**src/rtl/gpc_pkg.sv**
```systemverilog
package gpc_pkg;

   // Decode outcome for one received codeword
   typedef enum logic [1:0] {
      GPC_CLEAN     = 2'd0,
      GPC_FIX_DATA  = 2'd1,
      GPC_FIX_CHECK = 2'd2,
      GPC_FATAL     = 2'd3
   } gpc_class_e;

   function automatic int gpc_code_width(input int rows, input int cols);
      return rows * cols + rows + cols + 1;
   endfunction

endpackage

```
**src/rtl/gpc_parity_grid.sv**
```systemverilog
module gpc_parity_grid #(
   parameter int ROWS = 8,
   parameter int COLS = 8,
   localparam int DATA_W = ROWS * COLS
) (
   input  logic [DATA_W-1:0] data_i,
   output logic [ROWS-1:0]   row_par_o,
   output logic [COLS-1:0]   col_par_o,
   output logic              all_par_o
);

   for (genvar r = 0; r < ROWS; r++) begin : g_row
      assign row_par_o[r] = ^data_i[r*COLS +: COLS];
   end

   for (genvar c = 0; c < COLS; c++) begin : g_col
      logic acc;
      always_comb begin
         acc = 1'b0;
         for (int r = 0; r < ROWS; r++) begin
            acc = acc ^ data_i[r*COLS + c];
         end
      end
      assign col_par_o[c] = acc;
   end

   assign all_par_o = ^data_i;

endmodule

```
**src/rtl/gpc_encoder.sv**
```systemverilog
module gpc_encoder #(
   parameter int ROWS = 8,
   parameter int COLS = 8,
   localparam int DATA_W = ROWS * COLS,
   localparam int CODE_W = gpc_pkg::gpc_code_width(ROWS, COLS)
) (
   input  logic [DATA_W-1:0] data_i,
   output logic [CODE_W-1:0] code_o
);

   logic [ROWS-1:0] row_par;
   logic [COLS-1:0] col_par;
   logic            all_par;

   gpc_parity_grid #(.ROWS(ROWS), .COLS(COLS)) u_grid (
      .data_i    (data_i),
      .row_par_o (row_par),
      .col_par_o (col_par),
      .all_par_o (all_par)
   );

   // Field order, low to high: data, row checks, column checks, corner
   assign code_o = {all_par, col_par, row_par, data_i};

endmodule

```
**src/rtl/gpc_classify.sv**
```systemverilog
module gpc_classify
   import gpc_pkg::*;
#(
   parameter int ROWS = 8,
   parameter int COLS = 8
) (
   input  logic [ROWS-1:0] row_syn_i,
   input  logic [COLS-1:0] col_syn_i,
   input  logic            crn_syn_i,
   output gpc_class_e      class_o
);

   logic row_any, row_multi, row_one;
   logic col_any, col_multi, col_one;

   assign row_any   = |row_syn_i;
   assign row_multi = |(row_syn_i & (row_syn_i - ROWS'(1)));
   assign row_one   = row_any & ~row_multi;

   assign col_any   = |col_syn_i;
   assign col_multi = |(col_syn_i & (col_syn_i - COLS'(1)));
   assign col_one   = col_any & ~col_multi;

   always_comb begin
      if (!row_any && !col_any && !crn_syn_i) begin
         class_o = GPC_CLEAN;
      end else if (row_one && col_one && crn_syn_i) begin
         // one row, one column and the corner disagree: a grid cell flipped
         class_o = GPC_FIX_DATA;
      end else if (((row_one && !col_any) || (col_one && !row_any)) && !crn_syn_i) begin
         // a lone row or column check bit flipped
         class_o = GPC_FIX_CHECK;
      end else if (!row_any && !col_any && crn_syn_i) begin
         // only the corner bit flipped
         class_o = GPC_FIX_CHECK;
      end else begin
         class_o = GPC_FATAL;
      end
   end

endmodule

```
**src/rtl/gpc_decoder.sv**
```systemverilog
module gpc_decoder
   import gpc_pkg::*;
#(
   parameter int ROWS = 8,
   parameter int COLS = 8,
   localparam int DATA_W  = ROWS * COLS,
   localparam int CODE_W  = gpc_pkg::gpc_code_width(ROWS, COLS),
   localparam int ROW_LSB = DATA_W,
   localparam int COL_LSB = DATA_W + ROWS
) (
   input  logic [CODE_W-1:0] code_i,
   output logic [DATA_W-1:0] data_o,
   output logic              fixed_o,
   output logic              fatal_o
);

   logic [DATA_W-1:0] rx_data;
   logic [ROWS-1:0]   rx_row, calc_row, row_syn;
   logic [COLS-1:0]   rx_col, calc_col, col_syn;
   logic              rx_crn, calc_all, crn_syn;
   gpc_class_e        cls;
   logic [DATA_W-1:0] flip;

   assign rx_data = code_i[DATA_W-1:0];
   assign rx_row  = code_i[ROW_LSB +: ROWS];
   assign rx_col  = code_i[COL_LSB +: COLS];
   assign rx_crn  = code_i[CODE_W-1];

   gpc_parity_grid #(.ROWS(ROWS), .COLS(COLS)) u_grid (
      .data_i    (rx_data),
      .row_par_o (calc_row),
      .col_par_o (calc_col),
      .all_par_o (calc_all)
   );

   assign row_syn = rx_row ^ calc_row;
   assign col_syn = rx_col ^ calc_col;
   assign crn_syn = rx_crn ^ calc_all;

   gpc_classify #(.ROWS(ROWS), .COLS(COLS)) u_cls (
      .row_syn_i (row_syn),
      .col_syn_i (col_syn),
      .crn_syn_i (crn_syn),
      .class_o   (cls)
   );

   // Intersection of the failing row and failing column selects the cell
   for (genvar r = 0; r < ROWS; r++) begin : g_fr
      for (genvar c = 0; c < COLS; c++) begin : g_fc
         assign flip[r*COLS + c] = (cls == GPC_FIX_DATA) & row_syn[r] & col_syn[c];
      end
   end

   assign data_o  = rx_data ^ flip;
   assign fixed_o = (cls == GPC_FIX_DATA) || (cls == GPC_FIX_CHECK);
   assign fatal_o = (cls == GPC_FATAL);

endmodule

```
**src/rtl/gpc_stage.sv**
```systemverilog
module gpc_stage #(
   parameter int W   = 8,
   parameter bit REG = 1'b1
) (
   input  logic         clk_i,
   input  logic         rst_ni,
   input  logic [W-1:0] d_i,
   output logic [W-1:0] q_o
);

   if (REG) begin : g_reg
      logic [W-1:0] q;
      always_ff @(posedge clk_i or negedge rst_ni) begin
         if (!rst_ni) q <= '0;
         else         q <= d_i;
      end
      assign q_o = q;
   end else begin : g_wire
      assign q_o = d_i;
   end

endmodule

```
**src/rtl/grid_parity_codec.sv**
```systemverilog
module grid_parity_codec #(
   parameter int ROWS    = 8,
   parameter int COLS    = 8,
   parameter bit OUT_REG = 1'b1,
   localparam int DATA_W = ROWS * COLS,
   localparam int CODE_W = gpc_pkg::gpc_code_width(ROWS, COLS),
   localparam int BUN_W  = CODE_W + DATA_W + 2
) (
   input  logic              clk_i,
   input  logic              rst_ni,
   input  logic [DATA_W-1:0] enc_data_i,
   output logic [CODE_W-1:0] enc_code_o,
   input  logic [CODE_W-1:0] dec_code_i,
   output logic [DATA_W-1:0] dec_data_o,
   output logic              dec_fixed_o,
   output logic              dec_fatal_o
);

   if (ROWS != COLS) begin : g_bad_shape
      $error("grid_parity_codec: ROWS and COLS must match");
   end
   if (ROWS < 2) begin : g_bad_size
      $error("grid_parity_codec: grid must be at least 2x2");
   end

   logic [CODE_W-1:0] enc_code;
   logic [DATA_W-1:0] dec_data;
   logic              dec_fixed, dec_fatal;
   logic [BUN_W-1:0]  bun_d, bun_q;

   gpc_encoder #(.ROWS(ROWS), .COLS(COLS)) u_enc (
      .data_i (enc_data_i),
      .code_o (enc_code)
   );

   gpc_decoder #(.ROWS(ROWS), .COLS(COLS)) u_dec (
      .code_i  (dec_code_i),
      .data_o  (dec_data),
      .fixed_o (dec_fixed),
      .fatal_o (dec_fatal)
   );

   assign bun_d = {enc_code, dec_data, dec_fixed, dec_fatal};

   gpc_stage #(.W(BUN_W), .REG(OUT_REG)) u_out (
      .clk_i  (clk_i),
      .rst_ni (rst_ni),
      .d_i    (bun_d),
      .q_o    (bun_q)
   );

   assign {enc_code_o, dec_data_o, dec_fixed_o, dec_fatal_o} = bun_q;

endmodule

```
**config.mk**
```make
export PLATFORM = sky130hd
export DESIGN_NAME = grid_parity_codec
export DESIGN_NICKNAME = d
export VERILOG_FILES = /design/src/rtl/gpc_pkg.sv /design/src/rtl/gpc_parity_grid.sv /design/src/rtl/gpc_encoder.sv /design/src/rtl/gpc_classify.sv /design/src/rtl/gpc_decoder.sv /design/src/rtl/gpc_stage.sv /design/src/rtl/grid_parity_codec.sv
export SDC_FILE = /design/constraint.sdc
export NUM_CORES = 1
export LEC_CHECK = 0
export ABC_AREA = 1
export BUFFER_PORTS_ARGS = -buffer_cell sky130_fd_sc_hd__buf_2
export CAP_MARGIN = 20
export CORE_MARGIN = 1.5
export CORE_UTILIZATION = 28
export DETAILED_ROUTE_END_ITERATION = 10
export PLACE_DENSITY = 0.51
export SETUP_SLACK_MARGIN = 0.15
export SYNTH_ARGS = -nofsm -noshare
export SYNTH_HDL_FRONTEND = slang
export SYNTH_SLANG_ARGS = --single-unit
```
**constraint.sdc**
```tcl
create_clock -name clk_i -period 0.8 [get_ports clk_i]
set_input_delay 0.12 -clock clk_i [delete_from_list [all_inputs] [get_ports clk_i]]
set_output_delay 0.12 -clock clk_i [all_outputs]
set_load 0.005 [all_outputs]
```
==> impl_summary.txt, run 1 <==
----------------------------------------------------
[Synth]
  Share of flip-flops with an asynchronous set or reset ... 100%
  Number of warnings printed during yosys synthesis ... 0
  Share of synthesized area occupied by flip-flops and latches ... 38.8%
  Share of the synthesized area in the top cell type ... 38.8%
  Cell types with the largest area share after synthesis ... sky130_fd_sc_hd__dfrtp_1, sky130_fd_sc_hd__nand2_1, sky130_fd_sc_hd__xnor2_1, sky130_fd_sc_hd__nand4_1, sky130_fd_sc_hd__xor2_1
  Post-synth top flop ... sky130_fd_sc_hd__dfrtp_1
  Post-Synthesis Cell Area ... 0.00949 mm^2
  Per-instance average area after synthesis ... 7.68 um^2
  Biggest area consumer among synthesized cells ... sky130_fd_sc_hd__dfrtp_1
  Total of flip-flops plus latches after synthesis ... 147
  Mapped Cells ... 1,236
  Synthesized netlist net count ... 1,384
  Number of flops mapped to enable cells by yosys ... 0
  Number of distinct library cells after synthesis ... 29

[Cells and area]
  Most frequent standard cell in the layout excluding fill and tap cells ... sky130_fd_sc_hd__nand2_1
  Final std cells w/o fill ... 2,319
  Ratio of cells with drive above 1 in the final layout ... 52.8%
  Area of the multi-input gates ... 0.00679 mm^2
  Area growth syn-to-layout ... 86.3%
  Final nets ... 2,004
  Number of flip-flops in the largest register ... 147
  Number of fill cells ... 3,050
  Most used cells in the layout excluding fill and tap cells ... sky130_fd_sc_hd__nand2_1, sky130_fd_sc_hd__buf_4, sky130_fd_sc_hd__buf_2, sky130_fd_sc_hd__dfrtp_1, sky130_fd_sc_hd__nand2_2
  Sequential cell area ... 0.00368 mm^2

[Drt]
  DRC violation count after routing ... 0
  Total Routed Length ... 40,200 um
  Routed vias ... 10.6k
  Routed vias/inst ... 4.59
  Antenna-violating nets left ... 0
  Detailed router's first-iteration violation count ... 526
  Average wire per standard cell ... 17.3 um
  Number of iterations in the first detailed-routing pass ... 6

[Global routing]
  Vias in the first global route ... 10.6k
  Wire length of the first global-routing pass ... 58,900 um
  Number of antenna violations at the first check in global routing ... 2
  GRT Residual Overflow ... 0
  Maximum number of pins on one net before global-route repair ... 37
  Aggregate global-route resource usage ... 22.0%

[Clock network]
  Number of hold-repair buffers added at the cts stage ... 83
  Clock buffer depth ... 2
  H-tree lvl count ... 4
  Root Driver ... sky130_fd_sc_hd__clkbuf_16
  Number of buffers added by the clock tree synthesis step ... 17
  CTS tree ... built
  Number of clock sinks ... 147
  CTS clock-pin slew for the worst setup and hold paths ... 0.07 ns

[STA]
  Final critical-path setup slack ... -1.17 ns
  Total negative slack ... -111.33 ns
  Setup repair after global routing missed its margin ... yes
  Number of slew-limit violations in the final report ... 0
  Shortest period the worst path allows ... 1.97 ns
  Worst slew margin ... 81.2%
  Final count of hold timing violations ... 4
  Final setup violation count ... 214
  Hold WS ... -0.00603 ns
  Period utilisation layout ... 247%
  Least-Margin Pin Slew ... 0.279 ns
  Peak clock frequency supported by timing ... 507 MHz

[Critical path]
  Cell repeated most along the worst path ... sky130_fd_sc_hd__buf_6
  Peak per-stage delay on the critical path ... 0.24 ns
  Sequence of cells on the critical path ... buf_6 > xor2_1 > nand2_1 > nand2_2 > inv_2 > nand3_2 > nand2_4 > nor2_4 > buf_6 > nand4_1 > nand2_4 > nor2_4 > nand2_4 > buf_6 > nor2_4 > buf_6 > a21oi_4 > ha_4
  Sort of element at the start of the critical path ... input pin
  Slowest cell on the critical path ... sky130_fd_sc_hd__nor2_4
  Arrival @ worst endpoint ... 2.32 ns
  Required time reported for the critical path endpoint ... 1.14 ns
  Endpoint kind of the worst setup timing path ... flip-flop
  Critical-path maximum fanout ... 5
  Category of the critical setup timing path ... in2reg

[Worst hold path]
  Kind of path behind the tightest hold check ... in2reg

[Placement]
  Number of port buffers ... 293
  Placer congestion estimate ... 0.884
  Placed instance count ... 2,140
  Final HPWL from detailed placement ... 28,400 um

[Floorplan]
  Die ar. ... 0.0350 mm^2
  Width of the chip ... 187 um
  Number of cell rows ... 67
  Initial Utilization ... 28.4%
  I/O pin count ... 294
  Die H ... 187 um
  Core area ... 0.0334 mm^2

[Run status]
  Failing checks ... negative hold slack, negative setup slack
  Outcome ... complete, but fails checks

[Power and ir drop]
  Power density over the cells ... 1650 mW/mm^2
  IR drop worst, VDD ... 1.38 mV
  Leakage power ... 8.86 nW

[Job]
  Max capacitance violation total ... 0

----------------------------------------------------
## final cells by class
class | count | area share [%]
clock buffer | 19 | 2.45
tap | 448 | 3.17
sequential | 147 | 20.8
inverter | 111 | 2.72
clock inverter | 13 | 0.856
antenna | 2 | 0.0283
timing repair buffer | 663 | 31.5
multi-input combinational | 916 | 38.4
## path summary, 6_finish.rpt
kind	from	end	cells past startpoint
max	dec_code_i[41]	u_out.q_o[1]	18
min	dec_code_i[24]	u_out.q_o[26]	4
max in group asynchronous	rst_ni	u_out.q_o[52]	3
min in group asynchronous	rst_ni	u_out.q_o[37]	2
## critical path, delay by kind of cell
| family | cells | cell delay, ns |
|---|---|---|
| compound gates | 1 | 0.15 |
| xor+xnor | 1 | 0.17 |
| fa+ha+maj | 1 | 0.22 |
| buf+inv | 5 | 0.54 |
| simple gates | 10 | 1.09 |
## layer usage
metal | up-vias | global-route usage [%] | part of all wire [%]
li1 | 5124 | - | -
met1 | 5074 | 25.5 | 38
met5 | - | 0 | 0
met3 | 56 | 4.52 | 6.2
met4 | 0 | 7.79 | 2.8
met2 | 388 | 39.9 | 53
## cells by family after synthesis
logic type               after synthesis  share of synthesized area (%)
flip-flops                           147                           38.8
adder cells (fa/ha/maj)                1                          0.132
XOR/XNOR                             183                           16.9
AO/OA/AOI/OAI                          9                          0.659
buffers and inverters                173                           8.36
AND/OR/NAND/NOR                      723                           35.2
## report_power, final
group	switching [mW]	total (mW)	internal (mW)
clock	3.65	8.30	4.65
combinational	6.72	12.6	5.89
sequential	0.221	8.35	8.13
total	10.6	29.3	18.7
## through the flow
step           cell area [um^2]  worst slack [ns]  power [mW]  util, %
2_1_floorplan              9730             -1.35        13.5        -
6_report                  17700             -1.17        29.3     52.9
5_1_grt                   17700             -1.34        30.7     52.8
3_5_place_dp              13100             -1.66        17.7     39.3
4_1_cts                   15900             -1.07        27.6     47.6
3_3_place_gp              13100             -1.67        17.6     39.3
## what timing repair did
action                     in CTS  in global routing
setup endpoints to repair     223                223
setup buffers                  36                 19
cloned                          2                  5
pin swaps                      96                170
hold endpoints to repair      238                  2
resized for setup             241                370
## synth_stat cells, types with 6 or more instances
| library cell | instances |
|---|---|
| sky130_fd_sc_hd__buf_2 | 28 |
| sky130_fd_sc_hd__buf_4 | 17 |
| sky130_fd_sc_hd__buf_6 | 6 |
| sky130_fd_sc_hd__clkbuf_1 | 10 |
| sky130_fd_sc_hd__dfrtp_1 | 147 |
| sky130_fd_sc_hd__inv_1 | 87 |
| sky130_fd_sc_hd__inv_2 | 24 |
| sky130_fd_sc_hd__nand2_1 | 478 |
| sky130_fd_sc_hd__nand2_2 | 26 |
| sky130_fd_sc_hd__nand2_4 | 7 |
| sky130_fd_sc_hd__nand3_1 | 41 |
| sky130_fd_sc_hd__nand3_2 | 6 |
| sky130_fd_sc_hd__nand3b_1 | 6 |
| sky130_fd_sc_hd__nand4_1 | 124 |
| sky130_fd_sc_hd__nor2_1 | 21 |
| sky130_fd_sc_hd__nor2_4 | 8 |
| sky130_fd_sc_hd__xnor2_1 | 120 |
| sky130_fd_sc_hd__xor2_1 | 63 |
(Power assumes the default switching activity.)
==> run 2, diff against run 1 <==
--- a/config.mk
+++ b/config.mk
@@ -7,11 +7,11 @@
 export LEC_CHECK = 0
 export ABC_AREA = 1
 export BUFFER_PORTS_ARGS = -buffer_cell sky130_fd_sc_hd__buf_2
-export CAP_MARGIN = 20
+export CAP_MARGIN = 30
 export CORE_MARGIN = 1.5
 export CORE_UTILIZATION = 28
 export DETAILED_ROUTE_END_ITERATION = 10
-export PLACE_DENSITY = 0.51
+export PLACE_DENSITY = 0.49
 export SETUP_SLACK_MARGIN = 0.15
 export SYNTH_ARGS = -nofsm -noshare
 export SYNTH_HDL_FRONTEND = slang
==> constraint.sdc (replaced) <==
create_clock -name clk_i -period 2.35 [get_ports clk_i]
set_input_delay 0.3525 -clock clk_i [delete_from_list [all_inputs] [get_ports clk_i]]
set_output_delay 0.3525 -clock clk_i [all_outputs]
set_load 0.005 [all_outputs]
==> run 2 against run 1 <==
Against the previous run: the run now ends clean; sequential power down 66%; sequential cell count unchanged; core utilization down 11 points; power down 70%; sequential share of layout area up 5.3 points; clock power down 68%; cell count down 8.4%; die area unchanged; highest routed layer is now met5.
==> impl_summary.txt, run 2 (same netlist as run 1, synthesis figures left out) <==
----------------------------------------------------
[Floorplan]
  Initial Utilization ... 28.4%
  Number of cell rows ... 67
  Core area ... 0.0334 mm^2
  Die H ... 187 um
  Width of the chip ... 187 um
  Die ar. ... 0.0350 mm^2
  I/O pin count ... 294

[Drt]
  DRC violation count after routing ... 0
  Detailed router's first-iteration violation count ... 444
  Routed vias/inst ... 4.52
  Average wire per standard cell ... 16.8 um
  Routed vias ... 9,596
  Antenna-violating nets left ... 0
  Total Routed Length ... 35,800 um
  Number of iterations in the first detailed-routing pass ... 5

[Clock network]
  Root Driver ... sky130_fd_sc_hd__clkbuf_16
  Clock buffer depth ... 2
  CTS tree ... built
  CTS clock-pin slew for the worst setup and hold paths ... 0.07 ns
  Number of buffers added by the clock tree synthesis step ... 17
  Number of clock sinks ... 147
  H-tree lvl count ... 4

[Placement]
  Final HPWL from detailed placement ... 27,200 um
  Number of port buffers ... 293
  Placed instance count ... 2,067
  Placer congestion estimate ... 0.873
  Instance area after placement ... 0.0125 mm^2

[Critical path]
  Critical-path maximum fanout ... 6
  Cell repeated most along the worst path ... sky130_fd_sc_hd__nor2_4
  Peak per-stage delay on the critical path ... 0.18 ns
  Sequence of cells on the critical path ... buf_4 > xnor2_2 > buf_4 > nand3_1 > nand2_1 > nand2_2 > nand2_4 > nor2_4 > nand3_2 > nor2_4 > nor2_4 > nor2_4 > nand2_4 > nor2_4 > buf_12 > clkbuf_16 > nand4_1 > nand2_1 > nand2_1
  Category of the critical setup timing path ... in2reg
  Slowest cell on the critical path ... sky130_fd_sc_hd__nor2_4
  Crit path launch ... dec_code_i[49]
  Required time reported for the critical path endpoint ... 2.65 ns
  Sort of element at the start of the critical path ... input pin
  Endpoint kind of the worst setup timing path ... flip-flop
  Arrival @ worst endpoint ... 2.59 ns
  CP Capture Point ... u_out.q_o[52]

[STA]
  Hold WS ... 0.0783 ns
  Final setup violation count ... 0
  Period utilisation layout ... 97.3%
  Peak clock frequency supported by timing ... 437 MHz
  Setup repair after global routing missed its margin ... yes
  Number of slew-limit violations in the final report ... 0
  Final count of hold timing violations ... 0
  Total negative slack ... 0 ns
  Worst slew margin ... 62.2%
  Least-Margin Pin Slew ... 0.568 ns
  Shortest period the worst path allows ... 2.29 ns

[Cells and area]
  Number of fill cells ... 3,420
  Number of flip-flops in the largest register ... 147
  Layout Utilization ... 42.2%
  Most used cells in the layout excluding fill and tap cells ... sky130_fd_sc_hd__nand2_1, sky130_fd_sc_hd__buf_2, sky130_fd_sc_hd__buf_4, sky130_fd_sc_hd__dfrtp_1, sky130_fd_sc_hd__nand4_1
  Area growth syn-to-layout ... 48.7%
  Final std cells w/o fill ... 2,125
  Final nets ... 1,811
  Most frequent standard cell in the layout excluding fill and tap cells ... sky130_fd_sc_hd__nand2_1
  Ratio of cells with drive above 1 in the final layout ... 42.9%
  Finished layout cell area ... 0.0141 mm^2

[Power and ir drop]
  Combinational group share of total power ... 38.2%
  IR drop worst, VDD ... 0.466 mV
  Psw ... 3.30 mW
  Power density over the cells ... 629 mW/mm^2
  Total internal power ... 5.58 mW
  Fraction of power spent switching nets ... 37.1%
  Sequential share of power ... 31.8%
  Leakage power ... 7.27 nW
  Clock group share of total power ... 30.0%

[Global routing]
  Aggregate global-route resource usage ... 19.8%
  Maximum number of pins on one net before global-route repair ... 53
  GRT Residual Overflow ... 0
  Vias in the first global route ... 9,094
  Number of antenna violations at the first check in global routing ... 5
  Wire length of the first global-routing pass ... 52,400 um

[Run status]
  Outcome ... completed

[Worst hold path]
  Kind of path behind the tightest hold check ... in2reg

[Job]
  Max capacitance violation total ... 0

----------------------------------------------------
-- run 2: changes by cell type in the layout (fill, tap and decap cells not counted), sizes merged --
cell and delta:
bufinv -2, clkbuf +6, buf -118, inv +3, dlygate4sd3 -82, diode -1
-- run 2: metrics by stage --
step	worst slack [ns]	power, mW
finish	0.0626	8.88
detailed placement	-0.429	5.91
global placement	-0.384	5.88
CTS	0.152	8.74
floorplan	-0.0369	4.59
global route	-0.0591	9.42
-- run 2: layer usage --
| metal | track usage [%] | share of wire (%) | vias up |
|---|---|---|---|
| li1 | - | - | 4740 |
| met1 | 24.2 | 41 | 4482 |
| met2 | 35.0 | 50 | 327 |
| met3 | 4.05 | 6.1 | 41 |
| met4 | 5.77 | 2.0 | 6 |
| met5 | 0 | 0.10 | - |
-- run 2: worst max-delay path: cells and delay by family --
family        cells  cell delay, ns
buf+inv           4            0.60
simple gates     14            1.48
xor+xnor          1            0.13
-- run 2: power by group through the flow --
stage / Combinational (mW) / Sequential, mW / Clock (mW)
2_1_floorplan: 1.68 / 2.91 / 0
3_3_place_gp: 3.00 / 2.88 / 0
3_5_place_dp: 3.04 / 2.88 / 0
4_1_cts: 3.15 / 2.83 / 2.77
5_1_grt: 3.69 / 2.85 / 2.88
6_report: 3.39 / 2.82 / 2.67
-- run 2: timing repair --
item,CTS,global route
resized for setup,44,158
pin swaps,22,67
cloned,1,5
setup endpoints to repair,58,66
setup buffers,6,12
endpoints found under the hold margin,49,0
hold buffers,1,0
-- run 2: worst min-delay path by stage --
stage | start | to | slack, ns | cells past startpoint
finish | enc_data_i[45] | u_out.q_o[111] | 0.08 | 1
global route | enc_data_i[62] | u_out.q_o[128] | 0.05 | 1
CTS | enc_data_i[62] | u_out.q_o[128] | 0.05 | 1
detailed placement | rst_ni | u_out.q_o[37] | 0.34 | 1
global placement | rst_ni | u_out.q_o[37] | 0.35 | 1
floorplan | rst_ni | u_out.q_o[0] | 0.06 | 0
-- run 2: layout make-up --
type | count | area [um^2] | share of cell area, %
sequential | 147 | 3680 | 26.1
clock buffer | 18 | 429 | 3.04
tap | 448 | 561 | 3.97
timing repair buffer | 470 | 3210 | 22.7
inverter | 111 | 429 | 3.04
multi-input combinational | 916 | 5680 | 40.3
antenna | 1 | 2.50 | 0.0177
clock inverter | 14 | 120 | 0.851
